## src/rtl/slp_clk_pkg.sv

```systemverilog
package slp_clk_pkg;

  localparam int NSRC  = 3;
  localparam int SPD_W = 2;

  typedef enum logic [1:0] {
    MD_ACTIVE  = 2'd0,
    MD_SLEEP   = 2'd1,
    MD_STANDBY = 2'd2
  } mode_e;

  typedef enum logic [1:0] {
    SRC_MAIN = 2'd0,
    SRC_PLL  = 2'd1,
    SRC_SUB  = 2'd2
  } src_e;

  localparam logic [SPD_W-1:0] SPD_HIGH = 2'd0;
  localparam logic [SPD_W-1:0] SPD_MED  = 2'd1;

  typedef struct packed {
    mode_e nxt_mode;
    logic  apply_now;
    logic  defer;
    src_e  tgt;
    logic  fault;
  } verdict_t;

endpackage

```

## src/rtl/slp_cfg_reg.sv

```systemverilog
module slp_cfg_reg #(
  parameter int              REG_W     = 8,
  parameter logic [REG_W-1:0] KEEP_MASK = 8'hE5,
  parameter int              CCE_BIT   = 2,
  parameter int              PSEL_BIT  = 0
) (
  input  logic             clk,
  input  logic             rst_n,
  input  logic             wr_fire,
  input  logic [REG_W-1:0] wr_data,
  output logic [REG_W-1:0] rd_data,
  output logic             cce,
  output logic             psel
);

  logic [REG_W-1:0] bits_q;

  for (genvar i = 0; i < REG_W; i++) begin : g_bit
    if (KEEP_MASK[i]) begin : g_store
      always_ff @(posedge clk or negedge rst_n) begin
        if (!rst_n)       bits_q[i] <= 1'b0;
        else if (wr_fire) bits_q[i] <= wr_data[i];
      end
    end else begin : g_rsvd
      assign bits_q[i] = 1'b0;
    end
  end

  assign rd_data = bits_q;
  assign cce     = bits_q[CCE_BIT];
  assign psel    = bits_q[PSEL_BIT];

  AST_WR_READBACK: assert property (@(posedge clk) disable iff (!rst_n)
    wr_fire |=> (rd_data == ($past(wr_data) & KEEP_MASK)));

endmodule

```

## src/rtl/slp_decide.sv

```systemverilog
module slp_decide
  import slp_clk_pkg::*;
(
  input  logic             fire,
  input  logic             sby_en,
  input  logic             cce,
  input  logic             psel,
  input  logic             lson,
  input  logic [SPD_W-1:0] speed_mode,
  input  logic             pll_locked,
  input  src_e             cur_src,
  output verdict_t         verdict
);

  logic hsms;
  logic blocked;
  src_e want;

  assign hsms    = (speed_mode == SPD_HIGH) || (speed_mode == SPD_MED);
  assign want    = lson ? SRC_SUB : (psel ? SRC_PLL : SRC_MAIN);
  assign blocked = (want == SRC_PLL) && !pll_locked;

  always_comb begin
    verdict.nxt_mode  = MD_ACTIVE;
    verdict.apply_now = 1'b0;
    verdict.defer     = 1'b0;
    verdict.tgt       = cur_src;
    verdict.fault     = 1'b0;
    if (fire) begin
      if (!sby_en) begin
        verdict.nxt_mode = MD_SLEEP;
      end else if (!hsms) begin
        verdict.nxt_mode = MD_STANDBY;
      end else begin
        verdict.fault = blocked;
        verdict.tgt   = blocked ? cur_src : want;
        if (cce) begin
          verdict.nxt_mode  = MD_ACTIVE;
          verdict.apply_now = !blocked;
        end else begin
          verdict.nxt_mode = MD_STANDBY;
          verdict.defer    = !blocked;
        end
      end
    end
  end

  always_comb begin
    if (verdict.fault) assert (fire && !pll_locked);
  end

endmodule

```

## src/rtl/slp_seq.sv

```systemverilog
module slp_seq
  import slp_clk_pkg::*;
(
  input  logic     clk,
  input  logic     rst_n,
  input  logic     sleep_req,
  input  logic     wake,
  input  logic     wr_fire,
  input  verdict_t verdict,
  output mode_e    mode,
  output src_e     cur_src,
  output logic     fault
);

  logic pend_vld;
  src_e pend_src;

  always_ff @(posedge clk or negedge rst_n) begin
    if (!rst_n) begin
      mode     <= MD_ACTIVE;
      cur_src  <= SRC_MAIN;
      pend_vld <= 1'b0;
      pend_src <= SRC_MAIN;
      fault    <= 1'b0;
    end else begin
      if (wr_fire)       fault <= 1'b0;
      if (verdict.fault) fault <= 1'b1;
      if (mode == MD_ACTIVE) begin
        if (sleep_req) begin
          mode <= verdict.nxt_mode;
          if (verdict.apply_now) cur_src <= verdict.tgt;
          if (verdict.defer) begin
            pend_vld <= 1'b1;
            pend_src <= verdict.tgt;
          end
        end
      end else if (wake) begin
        mode     <= MD_ACTIVE;
        pend_vld <= 1'b0;
        if (pend_vld) cur_src <= pend_src;
      end
    end
  end

  AST_PARKED_HOLDS: assert property (@(posedge clk) disable iff (!rst_n)
    (mode != MD_ACTIVE && !wake) |=> (mode == $past(mode) && $stable(cur_src)));

  AST_FAULT_STICKY: assert property (@(posedge clk) disable iff (!rst_n)
    (fault && !wr_fire) |=> fault);

  AST_DIRECT_STAYS_ACTIVE: assert property (@(posedge clk) disable iff (!rst_n)
    (mode == MD_ACTIVE && sleep_req && verdict.apply_now) |=> (mode == MD_ACTIVE));

  AST_WAKE_ACTIVE: assert property (@(posedge clk) disable iff (!rst_n)
    (mode != MD_ACTIVE && wake) |=> (mode == MD_ACTIVE));

endmodule

```

## src/rtl/slp_clk_ctl.sv

```systemverilog
module slp_clk_ctl
  import slp_clk_pkg::*;
#(
  parameter int REG_W = 8
) (
  input  logic             clk,
  input  logic             rst_n,
  input  logic             wr_valid,
  output logic             wr_ready,
  input  logic [REG_W-1:0] wr_data,
  output logic [REG_W-1:0] rd_data,
  input  logic             sleep_req,
  input  logic             sby_en,
  input  logic             lson,
  input  logic [SPD_W-1:0] speed_mode,
  input  logic             pll_locked,
  input  logic             wake,
  output logic [1:0]       mode_o,
  output logic [NSRC-1:0]  clk_sel_o,
  output logic             pll_fault
);

  logic     wr_fire;
  logic     cce;
  logic     psel;
  logic     fire;
  mode_e    mode;
  src_e     cur_src;
  verdict_t verdict;

  assign wr_ready = 1'b1;
  assign wr_fire  = wr_valid && wr_ready;
  assign fire     = sleep_req && (mode == MD_ACTIVE);

  slp_cfg_reg #(.REG_W(REG_W)) u_reg (
    .clk(clk), .rst_n(rst_n), .wr_fire(wr_fire), .wr_data(wr_data),
    .rd_data(rd_data), .cce(cce), .psel(psel)
  );

  slp_decide u_dec (
    .fire(fire), .sby_en(sby_en), .cce(cce), .psel(psel), .lson(lson),
    .speed_mode(speed_mode), .pll_locked(pll_locked), .cur_src(cur_src),
    .verdict(verdict)
  );

  slp_seq u_seq (
    .clk(clk), .rst_n(rst_n), .sleep_req(sleep_req), .wake(wake),
    .wr_fire(wr_fire), .verdict(verdict), .mode(mode), .cur_src(cur_src),
    .fault(pll_fault)
  );

  for (genvar s = 0; s < NSRC; s++) begin : g_sel
    assign clk_sel_o[s] = (cur_src == src_e'(s));
  end

  assign mode_o = mode;

  AST_SEL_ONEHOT: assert property (@(posedge clk) disable iff (!rst_n)
    $onehot(clk_sel_o));

  AST_NOSBY_KEEPS_SRC: assert property (@(posedge clk) disable iff (!rst_n)
    (sleep_req && mode_o == 2'd0 && !sby_en) |=> (mode_o == 2'd1 && $stable(clk_sel_o)));

endmodule

```

## config.mk

```make
export PLATFORM = sky130hd
export DESIGN_NAME = slp_clk_ctl
export DESIGN_NICKNAME = d
export VERILOG_FILES = /design/src/rtl/slp_clk_pkg.sv /design/src/rtl/slp_cfg_reg.sv /design/src/rtl/slp_decide.sv /design/src/rtl/slp_seq.sv /design/src/rtl/slp_clk_ctl.sv
export SDC_FILE = /design/constraint.sdc
export NUM_CORES = 1
export LEC_CHECK = 0
export ABC_AREA = 1
export CORE_MARGIN = 2
export CORE_UTILIZATION = 35
export CTS_CLUSTER_DIAMETER = 200
export DETAILED_ROUTE_END_ITERATION = 8
export PLACE_DENSITY_LB_ADDON = 0.25
export SLEW_MARGIN = 5
export SYNTH_ARGS = -nofsm -noshare
export SYNTH_HDL_FRONTEND = slang
export SYNTH_SLANG_ARGS = --single-unit
```

## constraint.sdc

```tcl
create_clock -name clk -period 1.1 [get_ports clk]
set_input_delay 0.22 -clock clk [delete_from_list [all_inputs] [get_ports clk]]
set_output_delay 0.22 -clock clk [all_outputs]
set_load 0.005 [all_outputs]
```

==> metrics.md <==
| Metric | Value |
|---|---|
| Leak Pwr | `0.617 nW` |
| Critical path, cell by cell | `buf_6, nor2_4, buf_6, buf_6, nand4_1, nand2_1, nand3_1, nand2_1, nand2_1, nand2_1` |
| Clk_lat worst skew | `approximately 0.27 ns` |
| Final instance area | `between 1000 and 1500 um2` |
| WL final | `1.67 mm` |
| Diodes inserted | `0` |
| DR vias | `approximately 690` |
| Most used cell, CP | `nand2_1` |
| Core Region | `slightly below 2000 um2` |
| Vias/cell | `4.37` |
| CP bufs+invs | `3` |
| Largest net degree at the start of global routing | `14` |
| Share of cells above drive strength 1 | `between 40% and 50%` |
| Root buf cell | `clkbuf_4` |
| CTS H-tree depth | `1` |
| CTS tree | `yes` |
| Placed instance area | `1050 um2` |
| Worst Path Arrival | `around 1.6 ns` |
| Reg2reg start | `u_seq.mode[0]` |
| Capturing point of the worst reg2reg path | `u_seq.cur_src[0]` |
| Worst R2R Setup Slack | `-0.23 ns` |
| Num CTS Buffers | `3` |
| Routability cong. | `about 0.81` |
| Max Cap Violations | `0` |
| Max clock buf depth | `2` |
| CP peak stage delay | `0.39 ns` |
| Final Net Count | `150` |
| First-pass GRT wire length | `roughly 2.8 mm` |
| Worst EP required | `~1.3 ns` |
| Clock slew at reported path FFs | `around 0.080 ns` |
| Die H | `slightly below 50 um` |
| Crit path kind | `flip-flop to flip-flop` |
| Total congestion overflow | `0` |
| RSZ-0062 raised after global routing | `yes` |
| Period utilization | `121%` |
| Netlist cell types | `20` |
| Drt first pass iters | `1` |
| Worst Hold Class | `input pin to async pin` |
| Failing checks | `negative setup slack` |
| CP max stage cell | `dfrtp_1` |
| Critical path launch point | `u_seq.mode[0]` |
| Yosys warnings | `0` |
| ANT nets after route | `0` |
| Worst vdd ir | `approximately 0.92 mV` |
| Drc violations | `0` |
| Synth Instances | `80` |
| Endpoint class of the critical path | `flip-flop` |
| Die X | `a little under 50 um` |
| Port bufs | `24` |
| Vias in the first global route | `682` |
| FP Rows | `16` |
| Antenna violations before repair | `0` |
| Run status | `complete, but fails checks` |
| Worst Path Max Fanout | `4` |
| Final worst path period need | `1.33 ns` |
| Average size of a mapped cell | `roughly 8.8 um2` |
| Hold Violations, Final | `0` |
| Cells on worst reg2reg path | `10` |
| Avg WL per Cell | `approximately 11 um` |
| Hold_ws | `approximately 0.26 ns` |
| Power density cells | `roughly 1500 nW/um2` |
| Fin Clk Skew | `0.00289 ns` |
| Syn Std Cell Area | `703 um2` |
| Worst setup SP type | `flip-flop` |
| Highest clock rate | `roughly 750 MHz` |
| Starting density of the core | `a little over a third` |
| Core Util, Final | `~64%` |
| Setup violations, final | `10` |
| Seq cells post-synth | `13` |
| Drt initial violations | `0` |
| Gr usage total | `15.0%` |
| Filler Cell Count | `180` |
| Slew Viols, Final | `0` |
| Final WS setup | `-0.234 ns` |
| Dpl hpwl | `between 1 and 1.5 mm` |
| Die area | `2380 um2` |
| # IOs | `33` |
| Area grow syn2layout | `75.1%` |
| CP top delay family | `simple AND/OR/NAND/NOR gates` |
| Hold_buf cts | `0` |
| CTS sink cnt | `13` |
| Register area share after synthesis | `a little under half` |
## layout make-up
cell class / count / area (um2) / share of cell area [%]
clock buffers: 4 / 26.3 / 2.13
inverters: 9 / 36.3 / 2.95
multi-input cells: 53 / 380 / 30.9
flip-flops and latches: 13 / 325 / 26.4
well taps: 27 / 33.8 / 2.74
repair buffers: 52 / 429 / 34.9
## sequential cells by signal, indices dropped and copies added, names as in the netlist
register / flops
u_reg.cce: 1
u_reg.psel: 1
u_seq.pend_src: 2
u_reg.rd_data: 3
u_seq.cur_src: 2
u_seq.mode: 2
u_seq.pend_vld: 1
u_seq.fault: 1
## synthesized netlist by cell type
library cell	instances	area, um2
dfrtp_1	13	325
nand3_2	1	10.0
inv_1	9	33.8
nor2_8	1	20.0
nor2_1	4	15.0
nand2_4	1	11.3
a21boi_2	1	11.3
conb_1	2	7.51
buf_4	6	45.0
clkbuf_1	1	3.75
mux2_2	4	45.0
nand3b_1	1	7.51
o21ai_1	2	10.0
o32ai_1	1	8.76
nand4_1	1	6.26
a22o_1	1	8.76
nor2_4	1	11.3
o21ai_0	6	30.0
nand2_1	22	82.6
nand3_1	2	10.0
## cells in the final DEF (no fill, tap or decap)
| cell | synthesis | final |
|---|---|---|
| a21boi_2 | 1 | 1 |
| a22o_1 | 1 | 1 |
| buf_2 | 0 | 6 |
| buf_4 | 6 | 19 |
| buf_6 | 0 | 9 |
| clkbuf_1 | 1 | 1 |
| clkbuf_2 | 0 | 5 |
| clkbuf_4 | 0 | 3 |
| clkdlybuf4s50_1 | 0 | 13 |
| conb_1 | 2 | 4 |
| dfrtp_1 | 13 | 13 |
| inv_1 | 9 | 8 |
| inv_4 | 0 | 1 |
| mux2_2 | 4 | 4 |
| nand2_1 | 22 | 18 |
| nand2_2 | 0 | 4 |
| nand2_4 | 1 | 1 |
| nand3_1 | 2 | 1 |
| nand3_4 | 0 | 2 |
| nand3b_1 | 1 | 1 |
| nand4_1 | 1 | 1 |
| nor2_1 | 4 | 2 |
| nor2_2 | 0 | 1 |
| nor2_4 | 1 | 2 |
| nor2_8 | 1 | 1 |
| o21ai_0 | 6 | 3 |
| o21ai_1 | 2 | 2 |
| o21ai_2 | 0 | 2 |
| o21ai_4 | 0 | 1 |
| o32ai_4 | 0 | 1 |
## power breakdown
group	internal, mW	switching, mW
Clock	0.140	0.152
Combinational	0.507	0.359
Sequential	0.577	0.0687
## routing by layer
layer,global-route usage [%],vias up,routed length [um]
met5,0,-,0
met4,5.71,0,7
met1,16.9,318,641
li1,-,351,-
met2,28.1,20,948
met3,2.45,2,71
## logic make-up (layout without fill, tap and decap cells)
group | Yosys count | in the layout | synth area share (%)
multiplexers | 4 | 4 | 6.41
other | 2 | 4 | 1.07
AO/OA/AOI/OAI | 11 | 11 | 9.79
buffers and inverters | 16 | 65 | 11.7
AND/OR/NAND/NOR | 34 | 34 | 24.7
flip-flops | 13 | 13 | 46.3
## per-stage QoR
| stage | TNS [ns] | std cells | total power [mW] | setup WS [ns] |
|---|---|---|---|---|
| detailed placement | -3.57 | 141 | 1.29 | -0.395 |
| CTS | -1.28 | 153 | 1.65 | -0.215 |
| global route | -1.86 | 158 | 1.95 | -0.331 |
| finish | -1.19 | 158 | 1.80 | -0.234 |
| floorplan | -0.252 | 82 | 0.924 | -0.0703 |
| global placement | -3.36 | 141 | 1.28 | -0.394 |
## what timing repair did
action,4_1_cts,5_1_grt
buffers inserted,8,5
endpoints found under the setup margin,18,16
gates resized for setup,37,32
pin swaps,9,13
## worst max-delay path by stage
stage	end	slack, ns	depth (start not counted)
floorplan	u_seq.cur_src[1]	-0.07	8
global placement	u_seq.cur_src[1]	-0.39	8
detailed placement	u_seq.cur_src[0]	-0.40	8
CTS	u_seq.cur_src[0]	-0.22	10
global route	u_seq.cur_src[0]	-0.33	10
finish	u_seq.cur_src[0]	-0.23	10
No activity file was read; power rests on OpenSTA's default activity.
